[src/rtl/spimon_pkg.sv]
package spimon_pkg;
  localparam int ADDR_W = 5;
  localparam int BANK_W = 2;
  localparam int BYTE_W = 8;
  localparam int CNT_W  = 8;
  localparam int ERR_W  = 5;
  localparam int MAP_W  = (1 << BANK_W) * (1 << ADDR_W);

  typedef enum logic [2:0] {
    OP_RD_REG   = 3'b000,
    OP_RD_BUF   = 3'b001,
    OP_WR_REG   = 3'b010,
    OP_WR_BUF   = 3'b011,
    OP_SET_BITS = 3'b100,
    OP_CLR_BITS = 3'b101,
    OP_UNDEF    = 3'b110,
    OP_RESET    = 3'b111
  } op_e;

  localparam int EB_OPCODE = 0;
  localparam int EB_HEADER = 1;
  localparam int EB_LENGTH = 2;
  localparam int EB_BANK   = 3;
  localparam int EB_REG    = 4;

  typedef struct packed {
    op_e               op;
    logic [ADDR_W-1:0] addr;
    logic [BANK_W-1:0] bank;
    logic              bank_known;
    logic [BYTE_W-1:0] data;
    logic [CNT_W-1:0]  count;
    logic [ERR_W-1:0]  err;
  } rec_t;
endpackage

[src/rtl/spimon_sync.sv]
module spimon_sync #(
  parameter int W = 4,
  parameter int STAGES = 2,
  parameter logic [W-1:0] RST_VAL = '0
) (
  input  logic         clk,
  input  logic         rst,
  input  logic [W-1:0] d,
  output logic [W-1:0] q
);
  logic [W-1:0] st [STAGES];

  for (genvar i = 0; i < STAGES; i++) begin : g_stage
    if (i == 0) begin : g_first
      always_ff @(posedge clk) st[0] <= rst ? RST_VAL : d;
    end else begin : g_next
      always_ff @(posedge clk) st[i] <= rst ? RST_VAL : st[i-1];
    end
  end

  assign q = st[STAGES-1];
endmodule

[src/rtl/spimon_shift.sv]
module spimon_shift #(
  parameter int BW = 8
) (
  input  logic          clk,
  input  logic          rst,
  input  logic          sck_rise,
  input  logic          cs_on,
  input  logic          mosi,
  input  logic          miso,
  output logic          byte_stb,
  output logic [BW-1:0] mosi_byte,
  output logic [BW-1:0] miso_byte
);
  localparam int CW = $clog2(BW);
  localparam logic [CW-1:0] LAST = CW'(BW - 1);

  logic [CW-1:0] bitcnt;
  logic [BW-1:0] sh_o, sh_i;

  always_ff @(posedge clk) begin
    if (rst || !cs_on) begin
      bitcnt   <= '0;
      byte_stb <= 1'b0;
      if (rst) begin
        sh_o      <= '0;
        sh_i      <= '0;
        mosi_byte <= '0;
        miso_byte <= '0;
      end
    end else begin
      byte_stb <= 1'b0;
      if (sck_rise) begin
        sh_o <= {sh_o[BW-2:0], mosi};
        sh_i <= {sh_i[BW-2:0], miso};
        if (bitcnt == LAST) begin
          bitcnt    <= '0;
          byte_stb  <= 1'b1;
          mosi_byte <= {sh_o[BW-2:0], mosi};
          miso_byte <= {sh_i[BW-2:0], miso};
        end else begin
          bitcnt <= bitcnt + 1'b1;
        end
      end
    end
  end

  // deselect discards any partial byte
  assert_partial_clear_R13: assert property (@(posedge clk) disable iff (rst)
    !cs_on |=> (bitcnt == '0) && !byte_stb);
endmodule

[src/rtl/spimon_frame.sv]
module spimon_frame
  import spimon_pkg::*;
#(
  parameter logic [MAP_W-1:0] DUMMY_MASK = '0,
  parameter logic [MAP_W-1:0] RSVD_MASK  = '0,
  parameter logic [ADDR_W-1:0] CTRL_ADDR = '1
) (
  input  logic              clk,
  input  logic              rst,
  input  logic              cs_fall,
  input  logic              cs_rise,
  input  logic              byte_stb,
  input  logic [BYTE_W-1:0] mosi_byte,
  input  logic [BYTE_W-1:0] miso_byte,
  output logic              rec_valid,
  output rec_t              rec
);
  localparam logic [CNT_W-1:0] CNT_MAX = '1;
  localparam logic [BYTE_W-1:0] HDR_RBUF = 8'h3A;
  localparam logic [BYTE_W-1:0] HDR_WBUF = 8'h7A;

  logic              active;
  logic [CNT_W-1:0]  cnt;
  logic [BYTE_W-1:0] hdr, mo1, mi1, mi2;
  logic [BANK_W-1:0] bank_q, known_q;

  // ---- byte collection ----
  always_ff @(posedge clk) begin
    if (rst) begin
      active <= 1'b0;
      cnt    <= '0;
      hdr    <= '0;
      mo1    <= '0;
      mi1    <= '0;
      mi2    <= '0;
    end else if (cs_fall) begin
      active <= 1'b1;
      cnt    <= '0;
      hdr    <= '0;
      mo1    <= '0;
      mi1    <= '0;
      mi2    <= '0;
    end else begin
      if (cs_rise) active <= 1'b0;
      if (byte_stb && active) begin
        if (cnt == CNT_W'(0)) hdr <= mosi_byte;
        if (cnt == CNT_W'(1)) begin
          mo1 <= mosi_byte;
          mi1 <= miso_byte;
        end
        if (cnt == CNT_W'(2)) mi2 <= miso_byte;
        if (cnt != CNT_MAX) cnt <= cnt + 1'b1;
      end
    end
  end

  // ---- classification ----
  op_e                      op;
  logic [ADDR_W-1:0]        addr;
  logic [BANK_W+ADDR_W-1:0] idx;
  logic                     bank_ok, need_dummy, rsvd, is_reg, to_ctrl;
  logic                     len_err;
  logic [ERR_W-1:0]         err;
  logic [BYTE_W-1:0]        data;
  logic                     commit;

  assign op         = op_e'(hdr[7:5]);
  assign addr       = hdr[ADDR_W-1:0];
  assign idx        = {bank_q, addr};
  assign bank_ok    = &known_q;
  assign need_dummy = DUMMY_MASK[idx];
  assign rsvd       = RSVD_MASK[idx];
  assign to_ctrl    = (addr == CTRL_ADDR);
  assign is_reg     = (op == OP_RD_REG) || (op == OP_WR_REG) ||
                      (op == OP_SET_BITS) || (op == OP_CLR_BITS);
  assign commit     = cs_rise && active && (cnt != '0);

  always_comb begin
    len_err = 1'b0;
    unique case (op)
      OP_RD_REG: begin
        if (cnt != CNT_W'(2) && cnt != CNT_W'(3)) len_err = 1'b1;
        else if (bank_ok) len_err = need_dummy ? (cnt != CNT_W'(3)) : (cnt != CNT_W'(2));
      end
      OP_WR_REG, OP_SET_BITS, OP_CLR_BITS: len_err = (cnt != CNT_W'(2));
      OP_RESET: len_err = (cnt != CNT_W'(1));
      default: len_err = 1'b0;
    endcase
  end

  always_comb begin
    err = '0;
    err[EB_OPCODE] = (op == OP_UNDEF);
    err[EB_HEADER] = ((op == OP_RD_BUF) && (hdr != HDR_RBUF)) ||
                     ((op == OP_WR_BUF) && (hdr != HDR_WBUF));
    err[EB_LENGTH] = len_err;
    err[EB_BANK]   = is_reg && !bank_ok;
    err[EB_REG]    = is_reg && bank_ok && rsvd;
  end

  always_comb begin
    unique case (op)
      OP_RD_REG: data = (cnt == CNT_W'(3)) ? mi2 : mi1;
      OP_RD_BUF: data = mi1;
      OP_WR_REG, OP_WR_BUF, OP_SET_BITS, OP_CLR_BITS: data = mo1;
      default: data = '0;
    endcase
  end

  // ---- bank shadow ----
  always_ff @(posedge clk) begin
    if (rst) begin
      bank_q  <= '0;
      known_q <= '0;
    end else if (commit && !len_err) begin
      unique case (op)
        OP_WR_REG: if (to_ctrl) begin
          bank_q  <= mo1[BANK_W-1:0];
          known_q <= '1;
        end
        OP_SET_BITS: if (to_ctrl) begin
          bank_q  <= bank_q | mo1[BANK_W-1:0];
          known_q <= known_q | mo1[BANK_W-1:0];
        end
        OP_CLR_BITS: if (to_ctrl) begin
          bank_q  <= bank_q & ~mo1[BANK_W-1:0];
          known_q <= known_q | mo1[BANK_W-1:0];
        end
        OP_RESET: begin
          bank_q  <= '0;
          known_q <= '1;
        end
        default: ;
      endcase
    end
  end

  // ---- record register ----
  always_ff @(posedge clk) begin
    if (rst) begin
      rec_valid <= 1'b0;
      rec       <= '0;
    end else begin
      rec_valid <= commit;
      if (commit) begin
        rec.op         <= op;
        rec.addr       <= addr;
        rec.bank       <= bank_q & known_q;
        rec.bank_known <= bank_ok;
        rec.data       <= data;
        rec.count      <= cnt;
        rec.err        <= err;
      end
    end
  end

  assert_single_strobe_R1: assert property (@(posedge clk) disable iff (rst)
    rec_valid |=> !rec_valid);

  assert_undef_flag_R3: assert property (@(posedge clk) disable iff (rst)
    rec_valid && rec.op == OP_UNDEF |-> rec.err[EB_OPCODE]);

  assert_read_len_R6: assert property (@(posedge clk) disable iff (rst)
    rec_valid && rec.op == OP_RD_REG && !rec.err[EB_LENGTH]
      |-> (rec.count == CNT_W'(2)) || (rec.count == CNT_W'(3)));

  assert_bank_load_R7: assert property (@(posedge clk) disable iff (rst)
    rec_valid && rec.op == OP_WR_REG && rec.addr == CTRL_ADDR && !rec.err[EB_LENGTH]
      |-> (bank_q == mo1[BANK_W-1:0]) && (&known_q));

  assert_reset_bank_R9: assert property (@(posedge clk) disable iff (rst)
    rec_valid && rec.op == OP_RESET && !rec.err[EB_LENGTH]
      |-> (bank_q == '0) && (&known_q));

  assert_bank_flag_R10: assert property (@(posedge clk) disable iff (rst)
    rec_valid && rec.err[EB_BANK] |-> !rec.bank_known);

  assert_count_sat_R12: assert property (@(posedge clk) disable iff (rst)
    byte_stb && active && !cs_fall && cnt == CNT_MAX |=> cnt == CNT_MAX);
endmodule

[src/rtl/spi_cmd_monitor.sv]
module spi_cmd_monitor
  import spimon_pkg::*;
#(
  parameter int SYNC_STAGES = 2,
  parameter logic [MAP_W-1:0] DUMMY_MASK = {32'h0000_003F, 32'h03FF_FFFF, 32'h0, 32'h0},
  parameter logic [MAP_W-1:0] RSVD_MASK  = {4{32'h0400_0000}}
) (
  input  logic              clk,
  input  logic              rst,
  input  logic              spi_sck,
  input  logic              spi_csn,
  input  logic              spi_mosi,
  input  logic              spi_miso,
  output logic              rec_valid,
  output logic [2:0]        rec_opcode,
  output logic [ADDR_W-1:0] rec_addr,
  output logic [BANK_W-1:0] rec_bank,
  output logic              rec_bank_known,
  output logic [BYTE_W-1:0] rec_data,
  output logic [CNT_W-1:0]  rec_count,
  output logic [ERR_W-1:0]  rec_err
);
  logic [3:0] s;
  logic       s_csn, s_sck, s_mosi, s_miso;
  logic       csn_d, sck_d;
  logic       cs_fall, cs_rise, sck_rise;
  logic       byte_stb;
  logic [BYTE_W-1:0] mosi_byte, miso_byte;
  rec_t       rec;

  spimon_sync #(.W(4), .STAGES(SYNC_STAGES), .RST_VAL(4'b1000)) u_sync (
    .clk(clk), .rst(rst),
    .d({spi_csn, spi_sck, spi_mosi, spi_miso}),
    .q(s)
  );
  assign {s_csn, s_sck, s_mosi, s_miso} = s;

  always_ff @(posedge clk) begin
    if (rst) begin
      csn_d <= 1'b1;
      sck_d <= 1'b0;
    end else begin
      csn_d <= s_csn;
      sck_d <= s_sck;
    end
  end

  assign cs_fall  = csn_d && !s_csn;
  assign cs_rise  = !csn_d && s_csn;
  assign sck_rise = !sck_d && s_sck && !s_csn;

  spimon_shift #(.BW(BYTE_W)) u_shift (
    .clk(clk), .rst(rst),
    .sck_rise(sck_rise), .cs_on(!s_csn),
    .mosi(s_mosi), .miso(s_miso),
    .byte_stb(byte_stb), .mosi_byte(mosi_byte), .miso_byte(miso_byte)
  );

  spimon_frame #(.DUMMY_MASK(DUMMY_MASK), .RSVD_MASK(RSVD_MASK)) u_frame (
    .clk(clk), .rst(rst),
    .cs_fall(cs_fall), .cs_rise(cs_rise),
    .byte_stb(byte_stb), .mosi_byte(mosi_byte), .miso_byte(miso_byte),
    .rec_valid(rec_valid), .rec(rec)
  );

  assign rec_opcode     = rec.op;
  assign rec_addr       = rec.addr;
  assign rec_bank       = rec.bank;
  assign rec_bank_known = rec.bank_known;
  assign rec_data       = rec.data;
  assign rec_count      = rec.count;
  assign rec_err        = rec.err;

  // a byte strobe only occurs while selected
  assert_stb_in_frame_R13: assert property (@(posedge clk) disable iff (rst)
    byte_stb |-> $past(!s_csn));
endmodule

[config.mk]
export PLATFORM = sky130hd
export DESIGN_NAME = spi_cmd_monitor
export DESIGN_NICKNAME = d
export VERILOG_FILES = /design/src/rtl/spimon_pkg.sv /design/src/rtl/spimon_sync.sv /design/src/rtl/spimon_shift.sv /design/src/rtl/spimon_frame.sv /design/src/rtl/spi_cmd_monitor.sv
export SDC_FILE = /design/constraint.sdc
export NUM_CORES = 1
export LEC_CHECK = 0
export BUFFER_PORTS_ARGS = -buffer_cell sky130_fd_sc_hd__buf_4
export CAP_MARGIN = 20
export CORE_MARGIN = 1.5
export CORE_UTILIZATION = 47
export DETAILED_ROUTE_END_ITERATION = 6
export GPL_ROUTABILITY_DRIVEN = 0
export GPL_TIMING_DRIVEN = 1
export PLACE_DENSITY_LB_ADDON = 0.2
export REMOVE_ABC_BUFFERS = 1
export SKIP_LAST_GASP = 1
export SYNTH_ARGS = -nofsm -noshare
export SYNTH_HDL_FRONTEND = slang
export SYNTH_HIERARCHICAL = 1
export SYNTH_SLANG_ARGS = --single-unit
[constraint.sdc]
create_clock -name clk -period 4.05 [get_ports clk]
set_input_delay 0.81 -clock clk [delete_from_list [all_inputs] [get_ports clk]]
set_output_delay 0.81 -clock clk [all_outputs]
set_load 0.02 [all_outputs]
* Word-level counts from Yosys, hierarchy flattened
Memories as Yosys holds them, arrays and structs flattened. Index checks and enable logic that the tools add are counted. Widths: inputs -> output; s select.
Cells by class: equal/unequal tests 23, mux-type cells 32, reduce and logical (&&, ||, !) cells 46, add/sub/neg operators 2, shift operators 0, $mul 0, divide/modulo/power cells 0, magnitude comparators 1, bitwise gates (word level) 6
Operators by type and width (count):
- $mux 8 | 8
- $mux 7 | 4
- $pmux 8 s3 | 1
- $eq 8x2->1 const B | 2
- $ne 8x2->1 const B | 2
- $eq 3x3->1 const B | 5
- $logic_and 1x1->1 | 14
- $reduce_and 2->1 | 6
- $mux 2 | 5
- $add 8x1->8 const B | 1
- $eq 8x1->1 const B | 1
- $logic_not 8->1 | 1
- $lt 7x8->1 const B | 1
- $mux 1 | 8
- $mux 4 | 2
- $ne 2x1->1 const B | 4
- $ne 8x1->1 const B | 1
- $ne 8x6->1 const B | 1
- $ne 8x7->1 const B | 1
- $ne 8x8->1 const B | 1
- $pmux 2 s4 | 1
- $reduce_bool 8->1 | 1
- $eq 3x2->1 const B | 2
- $pmux 2 s3 | 1
- 22 further kinds | 36
Word-level totals: memory bits (read-only) 256, bits in latches 0, word-level logic and storage cells 137, output and inout port bits 33, bits in writable memories 8, memories kept 3, register bits 114
Memory list:
- (name not given) | words 128, bits a word 1, rd ports 1, clocked after memory_dff 0, write ports 0, RTL line spimon_frame.sv:71 | assign need_dummy = DUMMY_MASK[idx];
- (name not given) | words 128, bits a word 1, rd ports 1, clocked after memory_dff 0, write ports 0, RTL line spimon_frame.sv:72 | assign rsvd = RSVD_MASK[idx];
- u_sync.st | words 2, bits a word 4, rd ports 2, clocked after memory_dff 0, write ports 2, RTL line spimon_sync.sv:11 | logic [W-1:0] st [STAGES];

* Logic depth before layout (Yosys ltp)
depth in word-level cells 9, depth in mapped cells 8, gate-level depth less buffers 6

* By module
Netlist, hierarchy kept.
Modules (own cells, without submodules):
- spimon_frame | area an instance 3355.7 sq um, instances 1, cells each 377
- spimon_shift | area an instance 1204.9 sq um, instances 1, cells each 67
- spimon_sync | area an instance 240.2 sq um, instances 1, cells each 20
- spi_cmd_monitor | area an instance 76.3 sq um, instances 1, cells each 8

* Worst setup path after synthesis
Ideal clock, no wire load.
path kind register -> register, start point memory u_sync.st[1][3], in the netlist u_sync/st[0][7], end point register u_shift.miso_byte[0] (enable), data required time 3.675 ns, library setup time 0.375 ns, period minus slack after synthesis 1.855 ns, path slack 2.195 ns, cell stages (with the launch flop) 5, data arrival time 1.481 ns, path buffers 1, path through dfxtp_1 -> buf_4 -> nor3b_1 -> nand3_1 -> nand2b_1
RTL lines:
- from (decl) | RTL line spimon_sync.sv:11
- to (signal assigned) | RTL line spimon_shift.sv:39 | miso_byte <= {sh_i[BW-2:0], miso};
- to (decl) | RTL line spimon_shift.sv:12 | output logic [BW-1:0] miso_byte

* Worst setup path after layout
start point register u_frame.cnt[3], end point register, netlist name u_frame/rec[16]
Between the ends: word-level cells in the longest chain between the ends 3
Ends and longest elaborated chain:
- from (decl) | RTL line spimon_frame.sv:23 | logic [CNT_W-1:0] cnt;
- from (signal assigned) | RTL line spimon_frame.sv:52 | if (cnt != CNT_MAX) cnt <= cnt + 1'b1;
- $eq 8x2->1 | RTL line spimon_frame.sv:103 | OP_RD_REG: data = (cnt == CNT_W'(3)) ? mi2 : mi1;
- $mux 8 | RTL line spimon_frame.sv:103
- $pmux 8 s3 | RTL line spimon_frame.sv:102 | unique case (op)
Several ways; a longest one is shown, not always the timed one. A chain may end at the register's enable or synchronous reset.

==> flow_summary_export.csv <==
group,metric,value,unit
outcome,outcome,"finished, final reports clean",
setup_path,cpLargestDelayFamily,"simple AND/OR/NAND/NOR gates",
hold_path,hold_path_startpoint,"u_sync/st[0][3]",
yosys,synth_seq_cells,122,
setup_path,worstSetupEndpointType,"register",
sta,fmax,424,MHz
setup_path,slowest_stage,"a21o_1",
setup_path,path_buf_inv,0,
yosys,yosysSeqAreaShare,0.562,
clocking,clock_path_buffers,2,
setup_path,path_max_fanout,29,
clocking,cts.sinks,122,
clocking,insertion_delay,520,ps
global_routing,grt_pass1_wl,16.1,mm
clocking,htreeDepth,4,
global_routing,grt_max_degree,56,
power,leakage,2.38,nW
global_routing,grt_use_met2,0.294,
yosys,netlist_area,0.00488,sq mm
power,power,2.84,mW
setup_path,required,4480,ps
finish,drive_gt1_frac,0.175,
sta,drv_slew,0,
sta,finalHoldViolCount,0,
global_routing,use_met1,0.246,
placed_design,placed_cell_area,0.00519,sq mm
sta,fin_worst_skew,9.08,ps
clocking,numCtsBuffers,17,
yosys,yosysUniqueCellTypes,53,
placed_design,io_buffers,38,
global_routing,grt_remaining_overflow,0,
clocking,clk_pin_slew,60,ps
routing,ant_nets,0,
yosys,synth_fa_ha_area_frac,0.0154,
routing,drt-pass1-iter-count,5,
global_routing,grt_usage,0.186,
setup_path,crit_chain,"nor4_4 -> and2_2 -> a21o_1 -> a221oi_1 -> nor3_1",
setup_path,crit_type,"reg2reg",
yosys,synth.avg_cell_area,10.3,sq um
die,die_area,0.0110,sq mm
job,drv_cap,0,
hold_path,hold_path_class,"reg2reg",
finish,nNetsFinal,512,
die,core_region_area,0.0102,sq mm
global_routing,met3_usage,0.0561,
power,pwr_density_cell,489,mW/mm^2
power,peakVddDrop,0.000354,V
finish,synthToLayoutAreaGrowth,18.9,%
sta,setup_violations,0,
sta,fin_crit_sh,0.583,
clocking,cts_tree,"done",
yosys,synth_compound_area_frac,0.0898,
routing,drtIter0Drc,143,
global_routing,first_global_vias,3250,
global_routing,top_usage_layer,"met2",
yosys,async_flop_share,0,
yosys,synth_top_family_by_area,"simple AND/OR/NAND/NOR gates",
finish,finish.utilization,0.569,
global_routing,antenna_found_initial,0,
yosys,synth_area_leader_cell,"dfxtp_1",
setup_path,reg2reg_slack,1690,ps
setup_path,ff2ff_path_depth,5,
routing,viasPerCell,5.31,
yosys,synthTopCellsByCount,"92 x dfxtp_1, 58 x nor2_1, 50 x nand2_1",
sta,slew-limit-headroom,0.364,
routing,drc_errors,0,
setup_path,rr_endpoint,"u_frame/rec[16]",
routing,wl_per_cell,15.3,microns
hold_path,whs_path_depth,1,
clocking,postCtsSetupBuffers,0,
sta,rsz0062_at_grt,"false",
yosys,synth-edff-count,30,
yosys,muxShareOfSynthArea,0.0862,
yosys,yosysMostFrequentCell,"dfxtp_1",
die,die_h,105,microns
clocking,cts_resized,0,
yosys,yosysWarnings,6,
sta,fin_ws,1690,ps
yosys,synth-xor-area-share,0.0126,
placed_design,place_ws,1720,ps
placed_design,dpl.hpwl,6.25,mm
clocking,holdBufCountCts,0,
finish,diodes,0,
finish,layout.cells.non_filler,649,
setup_path,crit_arrival,2790,ps
finish,final_cell_area,0.00580,sq mm
sta,fin_tns_setup,0,ps
sta,worst_pin_slew,953,ps
sta,min_period,2360,ps
yosys,synth.area.top_cells,"dfxtp_1 38%, edfxtp_1 18%, mux2i_1 6.8%, nor2_1 4.5%, a21oi_1 4.0%",
routing,vias,3446,
placed_design,dp.cells,617,
die,start_util,0.479,
yosys,synthSimpleGateAreaFrac,0.197,
die,pin_count,39,
yosys,synth_cells,472,
setup_path,critPathMaxStageDelay,770,ps
hold_path,hold_end,"u_sync/st[0][7]",
setup_path,reg2reg_from,"u_frame/cnt[3]",
die,num_rows,37,
die,chipWidth,105,microns
sta,hold_ws,415,ps
setup_path,crit_path_start_kind,"register",
yosys,synth_top_area_share,0.378,
clocking,clockRootBuffer,"clkbuf_8",
yosys,dominantRegCellSynth,"dfxtp_1",
routing,drt_wl_total,9.92,mm
report_power, final:
group / switching, mW / leakage [nW] / internal (mW)
clock network: 0.577 / 0.286 / 0.953
registers: 0.00869 / 1.05 / 1.26
logic: 0.0257 / 1.04 / 0.00952
state kept, by name, indices dropped and copies added, names as in the netlist, 2 cells and up:
signal / cells
u_frame/rec: 32
u_frame/cnt: 8
u_frame/hdr: 8
u_frame/mi1: 8
u_frame/mi2: 8
u_frame/mo1: 8
u_shift/miso_byte: 8
u_shift/mosi_byte: 8
u_sync/st: 8
u_shift/sh_i: 7
u_shift/sh_o: 7
u_shift/bitcnt: 3
u_frame/bank_q: 2
u_frame/known_q: 2
worst register-to-register path, stage by stage (launching register included):
cell and delay (ps):
dfxtp_1 400, nor4_4 470, and2_2 300, a21o_1 770, a221oi_1 100, nor3_1 240
per-layer routing:
layer,vias to the layer above,wire (microns)
li1,1707,-
met1,1642,4660
met2,91,4630
met3,6,534
met4,0,89
met5,-,0
layout by cell type, fill, tap and decap left out, types with 2 or more instances in the layout:
master       n
bufinv_16    3
nand3_1     10
a21o_1       2
dfxtp_1     92
and2_1      16
a21oi_1     39
or2_1        3
clkbuf_16   16
nand3b_1     4
nand4_2      2
nand2b_1     6
a211oi_1     4
a311oi_1     3
a221oi_1     7
nand4b_1     2
clkinvlp_4   3
ha_1         6
nand4_1      4
inv_1        7
buf_4       39
inv_6        6
edfxtp_1    30
mux2i_1     33
nor2b_1     11
nor2_1      58
a31oi_1      3
nor3_1      12
and3_1       2
mux2_2       8
nand2_1     50
xor2_1       6
kinds of logic after synthesis:
logic type	count (synthesis)
compound gates	69
mux	41
xor+xnor	7
fa+ha+maj	6
simple gates	190
flops	122
buf+inv	37
area by class of cell:
cell class                 count  area (sq um)
clock buffer                  18           418
clock inverter                14           185
fill                         881          4390
inverter                       7          26.3
multi-input combinational    313          1960
sequential                   122          2740
tap                          136           170
timing repair buffer          39           293
worst max-delay path by stage:
stage | start | endpoint | slack [ps] | cells after the start
2_1_floorplan | u_frame/cnt[0] | u_frame/bank_q[1] | 1800 | 6
3_3_place_gp | rst | u_shift/miso_byte[6] | 1790 | 2
3_5_place_dp | rst | u_shift/miso_byte[7] | 1720 | 2
4_1_cts | u_frame/cnt[3] | u_frame/rec[15] | 1680 | 5
5_1_grt | u_frame/cnt[3] | u_frame/rec[16] | 1460 | 5
6_report | u_frame/cnt[3] | u_frame/rec[16] | 1690 | 5
(Power assumes the default switching activity.)
